### config.mk
export PLATFORM = sky130hd
export DESIGN_NAME = fold_delay_line
export DESIGN_NICKNAME = d
export VERILOG_FILES = /design/src/rtl/fold_pkg.sv /design/src/rtl/fold_lane.sv /design/src/rtl/fold_ctrl.sv /design/src/rtl/fold_datapath.sv /design/src/rtl/fold_delay_line.sv
export SDC_FILE = /design/constraint.sdc
export NUM_CORES = 1
export LEC_CHECK = 0
export BUFFER_PORTS_ARGS = -buffer_cell sky130_fd_sc_hd__buf_2
export CORE_UTILIZATION = 45
export CTS_CLUSTER_SIZE = 40
export DETAILED_ROUTE_END_ITERATION = 7
export PLACE_DENSITY = 0.76
export SLEW_MARGIN = 30
export SYNTH_ARGS = -nofsm -noshare
export SYNTH_HDL_FRONTEND = slang
export SYNTH_HIERARCHICAL = 1
export SYNTH_SLANG_ARGS = --single-unit
export TNS_END_PERCENT = 10
### constraint.sdc
create_clock -name clk -period 1 [get_ports clk]
set_input_delay 0.05 -clock clk [delete_from_list [all_inputs] [get_ports clk]]
set_output_delay 0.05 -clock clk [all_outputs]
set_load 0.005 [all_outputs]
### src/rtl/fold_pkg.sv
package fold_pkg;

  typedef struct packed {
    logic advance;
  } fold_strobe_t;

  // Number of stored words behind output lane idx.
  function automatic int laneDepth(int lanes, int delay, int idx);
    if (delay <= idx) return 0;
    return (delay - idx + lanes - 1) / lanes;
  endfunction

  // Input lane that feeds output lane idx.
  function automatic int laneSource(int lanes, int delay, int idx);
    int r;
    r = (idx - delay) % lanes;
    if (r < 0) r = r + lanes;
    return r;
  endfunction

endpackage

### src/rtl/fold_lane.sv
module fold_lane #(
  parameter int DEPTH = 4
) (
  input  logic clk,
  input  logic rstN,
  input  logic shiftEn,
  input  logic bitIn,
  output logic bitOut
);
  logic [DEPTH-1:0] stages;

  always_ff @(posedge clk or negedge rstN) begin
    if (!rstN) begin
      stages <= '0;
    end else if (shiftEn) begin
      stages[0] <= bitIn;
      for (int m = 1; m < DEPTH; m++) stages[m] <= stages[m-1];
    end
  end

  assign bitOut = stages[DEPTH-1];
endmodule

### src/rtl/fold_ctrl.sv
module fold_ctrl (
  input  logic                   validIn,
  output fold_pkg::fold_strobe_t strobes
);
  always_comb begin
    strobes = '0;
    strobes.advance = validIn;
  end
endmodule

### src/rtl/fold_datapath.sv
module fold_datapath #(
  parameter int LANES = 3,
  parameter int DELAY = 16
) (
  input  logic                   clk,
  input  logic                   rstN,
  input  fold_pkg::fold_strobe_t strobes,
  input  logic [LANES-1:0]       dataIn,
  output logic [LANES-1:0]       dataOut
);
  for (genvar gi = 0; gi < LANES; gi++) begin : g_lane
    localparam int Depth  = fold_pkg::laneDepth(LANES, DELAY, gi);
    localparam int Source = fold_pkg::laneSource(LANES, DELAY, gi);
    if (Depth == 0) begin : g_pass
      assign dataOut[gi] = dataIn[Source];
    end else begin : g_store
      fold_lane #(.DEPTH(Depth)) u_lane (
        .clk    (clk),
        .rstN   (rstN),
        .shiftEn(strobes.advance),
        .bitIn  (dataIn[Source]),
        .bitOut (dataOut[gi])
      );
    end
  end
endmodule

### src/rtl/fold_delay_line.sv
module fold_delay_line #(
  parameter int LANES = 3,
  parameter int DELAY = 16
) (
  input  logic             clk,
  input  logic             rstN,
  input  logic             validIn,
  input  logic [LANES-1:0] dataIn,
  output logic [LANES-1:0] dataOut
);
  fold_pkg::fold_strobe_t strobes;

  fold_ctrl u_ctrl (
    .validIn(validIn),
    .strobes(strobes)
  );

  fold_datapath #(.LANES(LANES), .DELAY(DELAY)) u_dp (
    .clk    (clk),
    .rstN   (rstN),
    .strobes(strobes),
    .dataIn (dataIn),
    .dataOut(dataOut)
  );
endmodule

## After elaboration in Yosys (flattened, before gate mapping)

Cells that the tools add are included.

| storage, ports and cells | value |
|---|---|
| word-level logic and storage cells | 3 |
| bits of input ports | 6 |
| output and inout bits | 3 |
| memories kept | 0 |
| bits in writable memories | 0 |
| latch bits | 0 |
| bits in registers | 16 |
| memory bits (read-only) | 0 |

| cells by class | value |
|---|---|
| bitwise gates (word level) | 0 |
| $lt $le $gt $ge | 0 |
| div/mod/pow operators | 0 |
| reduce and logical (&&, ||, !) cells | 0 |
| add/sub/neg operators | 0 |
| multipliers | 0 |
| shifts and indexed selects | 0 |
| equal/unequal tests | 0 |
| multiplexer cells | 0 |

## Longest topological paths before layout

Gate-level depths: netlist (run 1).

| logic depth | value |
|---|---|
| depth in word-level cells | 0 |
| gate-level depth with buffers | 3 |
| depth with buffers taken out | 1 |

## Hierarchy

The synthesis (run 1) kept the hierarchy.

By module, submodules not included:

| module | area an instance (um^2) | times used | sequential area each (um^2) | cells an instance |
|---|---|---|---|---|
| fold_lane at u_dp.g_lane[1].g_store.u_lane ... | 181.4 | 2 | 125.1 | 10 |
| fold_lane at u_dp.g_lane[0].g_store.u_lane | 251.5 | 1 | 150.1 | 13 |
| fold_ctrl | 7.5 | 1 | 0.0 | 1 |

## Worst setup path after synthesis (run 1)

OpenSTA, ideal clock, no wires.

| timing path | value |
|---|---|
| path kind | input to register |
| start | in validIn |
| end | reg u_dp.g_lane[0].g_store.u_lane.stages[0] |
| arrival time | 0.635 ns |
| stages on the path | 3 |
| setup time | 0.125 ns |
| buffers on the path | 2 |
| slack | 0.240 ns |
| data required time | 0.875 ns |
| cells stage by stage | buf_4 -> buf_6 -> mux2_4 |

RTL lines:

| what | line | source |
|---|---|---|
| from (decl) | fold_delay_line.sv:7 | `input logic validIn,` |
| to (signal assigned) | fold_lane.sv:16 | `stages[0] <= bitIn;` |
| to (decl) | fold_lane.sv:10 | `logic [DEPTH-1:0] stages;` |

No word-level cell between the ends.

## Worst setup path in the final report (run 1)

| timing path | value |
|---|---|
| start | reg u_dp.g_lane[2].g_store.u_lane.stages[4] |
| end | out dataOut[2] |

RTL lines:

| what | line | source |
|---|---|---|
| from (decl) | fold_lane.sv:10 |  |
| from (signal assigned) | fold_lane.sv:14 | `stages <= '0;` |
| to (decl) | fold_delay_line.sv:9 | `output logic [LANES-1:0] dataOut` |

No word-level cell between the ends.

==> results.txt, run 1 <==
----------------------------------------------------
[Critical path]
  Startpoint Class ... flop
  Element type at the critical path end ... output port
  Critical path peak fanout ... 2
  Largest delay contributor family on the critical path ... flip-flops
  Number of cells on the worst reg-to-reg path ... 1
  Setup slack, reg-to-reg ... 0.22 ns
  Worst R2R End ... u_dp/g_lane[0].g_store.u_lane/stages[4]
  Reg-to-reg startpoint ... u_dp/g_lane[0].g_store.u_lane/stages[4]
  CP bufs+invs ... 1
  CP Data Required Time ... 0.95 ns
  CP Class ... flop to output port
  Cell with the largest stage delay on the worst path ... sky130_fd_sc_hd__dfrtp_1
  Largest stage delay on the critical path ... 0.38 ns
  CP Data Arrival Time ... approximately 0.78 ns
  Critical path cell sequence ... buf_2
  Count of cell instances traversed by the critical path ... 1

[Timing]
  Number of setup violations in the final report ... 0
  Worst rel slew slack ... 0.730
  Setup repair after global routing missed its margin ... no
  Accumulated negative setup slack ... 0 ns
  Final worst path period need ... just over 0.8 ns
  Post-route fraction of the period consumed by the critical path ... 0.829
  Tightest Pin Transition ... 0.405 ns
  Worst clock skew on the final layout ... ~0.0045 ns
  Upper clock frequency limit ... ~1.2 GHz
  Final count of hold timing violations ... 0
  Number of slew-limit violations in the final report ... 0

[Pwr]
  Pwr Total ... 0.00150 W
  P_leak ... 0.339 nW
  Power density cells ... 2090 mW/mm²
  Peak supply drop ... 1.18 mV

[GRT]
  Antenna violations before repair ... 0
  Wire length of the first global-routing pass ... 1400 µm
  Remaining global-route overflow ... 0
  Number of global-route vias before repair ... around 290
  Maximum number of pins on one net before global-route repair ... 17
  Combined global-route utilization of all metal layers ... 0.148

[Hold path]
  Worst hold path stage count ... 2
  Worst min-delay path class ... primary input to flop
  Hold Path End ... u_dp/g_lane[1].g_store.u_lane/stages[0]
  Start point of the worst min-delay path ... dataIn[0]

[Clock network]
  Clk Latency, worst-skew pair ... between 0.2 and 0.3 ns
  Setup repair bufs after CTS ... 0
  Level count of the clock H-tree ... 1
  CTS sink cnt ... 16
  Clock-pin slew reported for the worst setup and hold paths after clock tree synthesis ... around 0.090 ns
  Clk buf depth ... 2
  Clock tree from TritonCTS ... built
  Total CTS buffers ... 3
  Number of instances resized during post-cts repair ... 0
  Post-CTS Hold Buffers ... 1
  Clock root cell ... sky130_fd_sc_hd__clkbuf_4

[Routing]
  Vias ... 292
  Final routed DRC violation total ... 0
  DRT antenna net count ... 0
  First-pass detailed-route iteration total ... 2
  Average vias per placed instance ... about 4.8
  DRT iter0 DRCs ... 2
  Wirelength per Cell ... 14.1 µm
  Aggregate routed wire length ... roughly 860 µm

[Synth]
  Netlist area before placement ... 622 µm²
  Nets in the synthesized netlist ... 40
  Post-Syn Instances ... 34
  Count of synthesis-stage warnings from yosys ... 6
  Number of storage elements in the synthesis netlist ... 16
  Mapped Avg Cell Area ... roughly 18 µm²
  Unique cell type count in the Yosys netlist ... 5
  Sequential-to-total area share from yosys stat ... 0.644

[Placement]
  Port Buffers ... 8
  Placed cell area ... about 660 µm²
  Instance count after placement with tap cells included ... 55
  RD Place Congestion ... 0.637

[Floorplanning]
  DIE AREA ... 0.00153 mm²
  Area of the core ... about 0.0013 mm²
  Width of the die ... 39.2 µm
  Vert. Die Dim ... 39.2 µm
  Number of placement rows ... 13
  Top-Level Pins ... 9
  Initial core utilization ... 0.484

[Cells and area]
  Area of all placed cells without fillers ... 718 µm²
  Share of the core filled with cells in the final layout ... 0.559
  Layout-stage area growth over the synthesis result ... 15.5%
  Top flop regs ... u_dp/g_lane.g_store.u_lane/stages: 16 flops
  Layout cell share with drive strength beyond 1 ... 0.609
  N_diodes ... 0
  Most flop-heavy register ... u_dp/g_lane.g_store.u_lane/stages
  Final std cells w/o fill ... 61
  Flip-flop count of the largest register after layout ... 16
  Number of nets in the layout ... 53

[Run status]
  Result of the run ... finished, final reports clean

[Run]
  Number of max-cap violations ... 0

----------------------------------------------------
area by class of cell:
cell class                 count  area, µm²
tap                           15       18.8
clock buffer                   4       36.3
fill                         106        567
sequential                    16        400
multi-input combinational     16        203
timing repair buffer          10       60.1
synthesized netlist by cell type:
| library cell | instances | share of area |
|---|---|---|
| sky130_fd_sc_hd__dfrtp_1 | 16 | 0.64 |
| sky130_fd_sc_hd__mux2_2 | 10 | 0.18 |
| sky130_fd_sc_hd__mux2_4 | 6 | 0.14 |
| sky130_fd_sc_hd__buf_4 | 1 | 0.012 |
| sky130_fd_sc_hd__buf_6 | 1 | 0.018 |
kinds of logic after synthesis:
logic type	share of synthesized area
flops	0.644
mux	0.326
buf+inv	0.0302
per-layer routing:
layer / routed length (µm) / global-route usage
met5: 0 / 0
met4: 0 / 0.0776
met3: 37 / 0.0520
met2: 421 / 0.208
met1: 401 / 0.199
how the worst max path moves through the flow:
| stage | from | to | slack [ns] |
|---|---|---|---|
| final | u_dp/g_lane[2].g_store.u_lane/stages[4] | dataOut[2] | 0.17 |
| after detailed placement | validIn | u_dp/g_lane[1].g_store.u_lane/stages[3] | 0.09 |
| after global placement | validIn | u_dp/g_lane[2].g_store.u_lane/stages[1] | 0.12 |
| after global routing | u_dp/g_lane[0].g_store.u_lane/stages[5] | dataOut[0] | 0.12 |
| after CTS | u_dp/g_lane[2].g_store.u_lane/stages[4] | dataOut[2] | 0.16 |
| after floorplan | validIn | u_dp/g_lane[0].g_store.u_lane/stages[0] | 0.24 |
power by group:
part,total [W],switching [W],internal [W],leakage (nW)
combinational,0.000253,0.0000802,0.000172,0.129
sequential,0.000850,0.0000705,0.000779,0.188
clock,0.000396,0.000175,0.000221,0.0210
stage by stage:
stage	hold WS [ns]	setup slack [ns]
2_1_floorplan	-0.246	0.240
3_5_place_dp	-0.0293	0.0872
6_report	0.00892	0.171
4_1_cts	0.00116	0.157
5_1_grt	0.0105	0.121
3_3_place_gp	-0.0365	0.124
cell usage in the layout, fill, tap and decap left out:
cell,n
sky130_fd_sc_hd__buf_2,8
sky130_fd_sc_hd__clkbuf_4,3
sky130_fd_sc_hd__clkbuf_8,1
sky130_fd_sc_hd__dfrtp_1,16
sky130_fd_sc_hd__dlygate4sd3_1,2
sky130_fd_sc_hd__mux2_2,10
sky130_fd_sc_hd__mux2_4,6
No activity file was read; power rests on OpenSTA's default activity.
==> run 2: changes to the inputs <==
==> constraint.sdc (replaced) <==
create_clock -name clk -period 0.8 [get_ports clk]
set_input_delay 0.04 -clock clk [delete_from_list [all_inputs] [get_ports clk]]
set_output_delay 0.04 -clock clk [all_outputs]
set_load 0.005 [all_outputs]
==> results.txt, run 2 (synthesized netlist as in run 1, its figures left out) <==
----------------------------------------------------
[Routing]
  Routed length on met2 ... just over 500 µm
  Final routed DRC violation total ... 0
  Average vias per placed instance ... 4.75
  Vias ... about 300
  First-pass detailed-route iteration total ... 2
  WL met1 ... 387 µm
  Wirelength per Cell ... 14.7 µm
  Highest Signal Layer ... met4
  Aggregate routed wire length ... 939 µm
  Detailed-routed wire length on met3 ... 34 µm
  DRT iter0 DRCs ... 2
  DRT antenna net count ... 0

[Floorplanning]
  Number of placement rows ... 13
  Vert. Die Dim ... around 39 µm
  Width of the die ... 39.2 µm
  Area of the core ... 0.00128 mm²
  Top-Level Pins ... 9
  Initial core utilization ... 0.484
  DIE AREA ... 0.00153 mm²

[Pwr]
  Peak supply drop ... about 1.2 mV
  Pwr Total ... 0.00191 W
  P_leak ... 0.356 nW
  Power density cells ... roughly 2500 mW/mm²

[Cells and area]
  Layout-stage area growth over the synthesis result ... 21.9%
  Final std cells w/o fill ... 64
  Sequential cell area ... 400 µm²
  Flip-flop count of the largest register after layout ... 16
  Share of the core filled with cells in the final layout ... 0.590
  Number of nets in the layout ... 56
  Area of the multi-input gates ... 203 µm²
  Number of filler instances in the final layout ... 100
  Most common library cell in the layout ignoring fill and taps ... sky130_fd_sc_hd__dfrtp_1
  Most frequent cells in the layout ... 16 x sky130_fd_sc_hd__dfrtp_1, 10 x sky130_fd_sc_hd__mux2_2, 8 x sky130_fd_sc_hd__buf_2, 6 x sky130_fd_sc_hd__mux2_4, 4 x sky130_fd_sc_hd__dlygate4sd3_1
  Top flop regs ... u_dp/g_lane.g_store.u_lane/stages: 16 flops
  Most flop-heavy register ... u_dp/g_lane.g_store.u_lane/stages
  Layout cell share with drive strength beyond 1 ... 0.592
  Area of all placed cells without fillers ... around 760 µm²
  N_diodes ... 0

[Timing]
  Upper clock frequency limit ... 1.21 GHz
  Post-route fraction of the period consumed by the critical path ... 1.03
  Worst rel slew slack ... 0.774
  Final count of hold timing violations ... 0
  Worst clock skew on the final layout ... 0.00371 ns
  Final worst path period need ... 0.827 ns
  Number of slew-limit violations in the final report ... 0
  Setup repair after global routing missed its margin ... yes
  Number of setup violations in the final report ... 3
  Tightest Pin Transition ... about 0.34 ns
  Minimum setup slack in the final design ... -0.0267 ns

[GRT]
  Wire length of the first global-routing pass ... about 1500 µm
  Combined global-route utilization of all metal layers ... 0.157
  Remaining global-route overflow ... 0
  Antenna violations before repair ... 0
  Number of global-route vias before repair ... 339
  Maximum number of pins on one net before global-route repair ... 17

[Placement]
  Placed cell area ... 682 µm²
  Placement-stage worst setup slack ... 0.0139 ns
  Instance count after placement with tap cells included ... 56
  Port Buffers ... 8
  RD Place Congestion ... 0.666

[Critical path]
  Worst R2R End ... u_dp/g_lane[0].g_store.u_lane/stages[4]
  CP Data Required Time ... 0.76 ns
  Critical path peak fanout ... 2
  CP Class ... flop to output port
  CP bufs+invs ... 1
  Critical path cell sequence ... buf_2
  Element type at the critical path end ... output port
  Setup slack, reg-to-reg ... 0 ns
  Cell with the largest stage delay on the worst path ... sky130_fd_sc_hd__dfrtp_1
  Number of cells on the worst reg-to-reg path ... 1
  Startpoint Class ... flop
  CP Data Arrival Time ... ~0.8 ns
  Reg-to-reg startpoint ... u_dp/g_lane[0].g_store.u_lane/stages[4]
  Largest stage delay on the critical path ... 0.39 ns
  Largest delay contributor family on the critical path ... flip-flops

[Clock network]
  Clk Latency, worst-skew pair ... 0.27 ns
  Level count of the clock H-tree ... 1
  Setup repair bufs after CTS ... 0
  Clk buf depth ... 2
  CTS sink cnt ... 16
  Clock-pin slew reported for the worst setup and hold paths after clock tree synthesis ... 0.09 ns
  Total CTS buffers ... 3
  Clock root cell ... sky130_fd_sc_hd__clkbuf_4
  Clock tree from TritonCTS ... built

[Run status]
  Result of the run ... finished with violations
  Failing checks ... setup timing

[Run]
  Number of max-cap violations ... 0

[Hold path]
  Worst min-delay path class ... primary input to asynchronous set/reset pin

----------------------------------------------------
## run 2: layout make-up
type,instances,share of cell area
Multi-Input combinational cell,16,0.267
Clock buffer,4,0.0479
Sequential cell,16,0.528
Timing Repair Buffer,13,0.132
Tap cell,15,0.0248
## run 2: how the worst max path moves through the flow
| stage | startpoint | end | slack (ns) | depth (start not counted) |
|---|---|---|---|---|
| after global placement | validIn | u_dp/g_lane[2].g_store.u_lane/stages[0] | 0.05 | 3 |
| after detailed placement | u_dp/g_lane[0].g_store.u_lane/stages[4] | u_dp/g_lane[0].g_store.u_lane/stages[4] | 0.01 | 1 |
| after CTS | u_dp/g_lane[1].g_store.u_lane/stages[4] | dataOut[1] | -0.04 | 1 |
| after global routing | u_dp/g_lane[1].g_store.u_lane/stages[4] | dataOut[1] | -0.07 | 1 |
| final | u_dp/g_lane[1].g_store.u_lane/stages[4] | dataOut[1] | -0.03 | 1 |
| after floorplan | validIn | u_dp/g_lane[0].g_store.u_lane/stages[0] | 0.05 | 3 |
## run 2: metrics by stage
stage	setup TNS [ns]	hold WS (ns)
finish	-0.0570	0.191
detailed placement	0	-0.0376
global placement	0	-0.0486
CTS	-0.0937	0.0120
global route	-0.220	0.199
floorplan	0	-0.256
## run 2: layer usage
metal / vias up / global-route usage
met4: 0 / 0.103
met2: 7 / 0.271
met3: 2 / 0.0347
met1: 146 / 0.170
met5: - / 0
li1: 149 / -
## run 2: repair_timing
item	4_1_cts	5_1_grt
setup endpoints to repair	4	5
endpoints found under the hold margin	18	1
hold buffers	3	1
resized for setup	0	0
## run 2: power by group
group          switching, W  internal [W]  leakage, nW
Combinational      0.000105      0.000232        0.147
Sequential        0.0000910      0.000974        0.188
Clock              0.000229      0.000276       0.0210
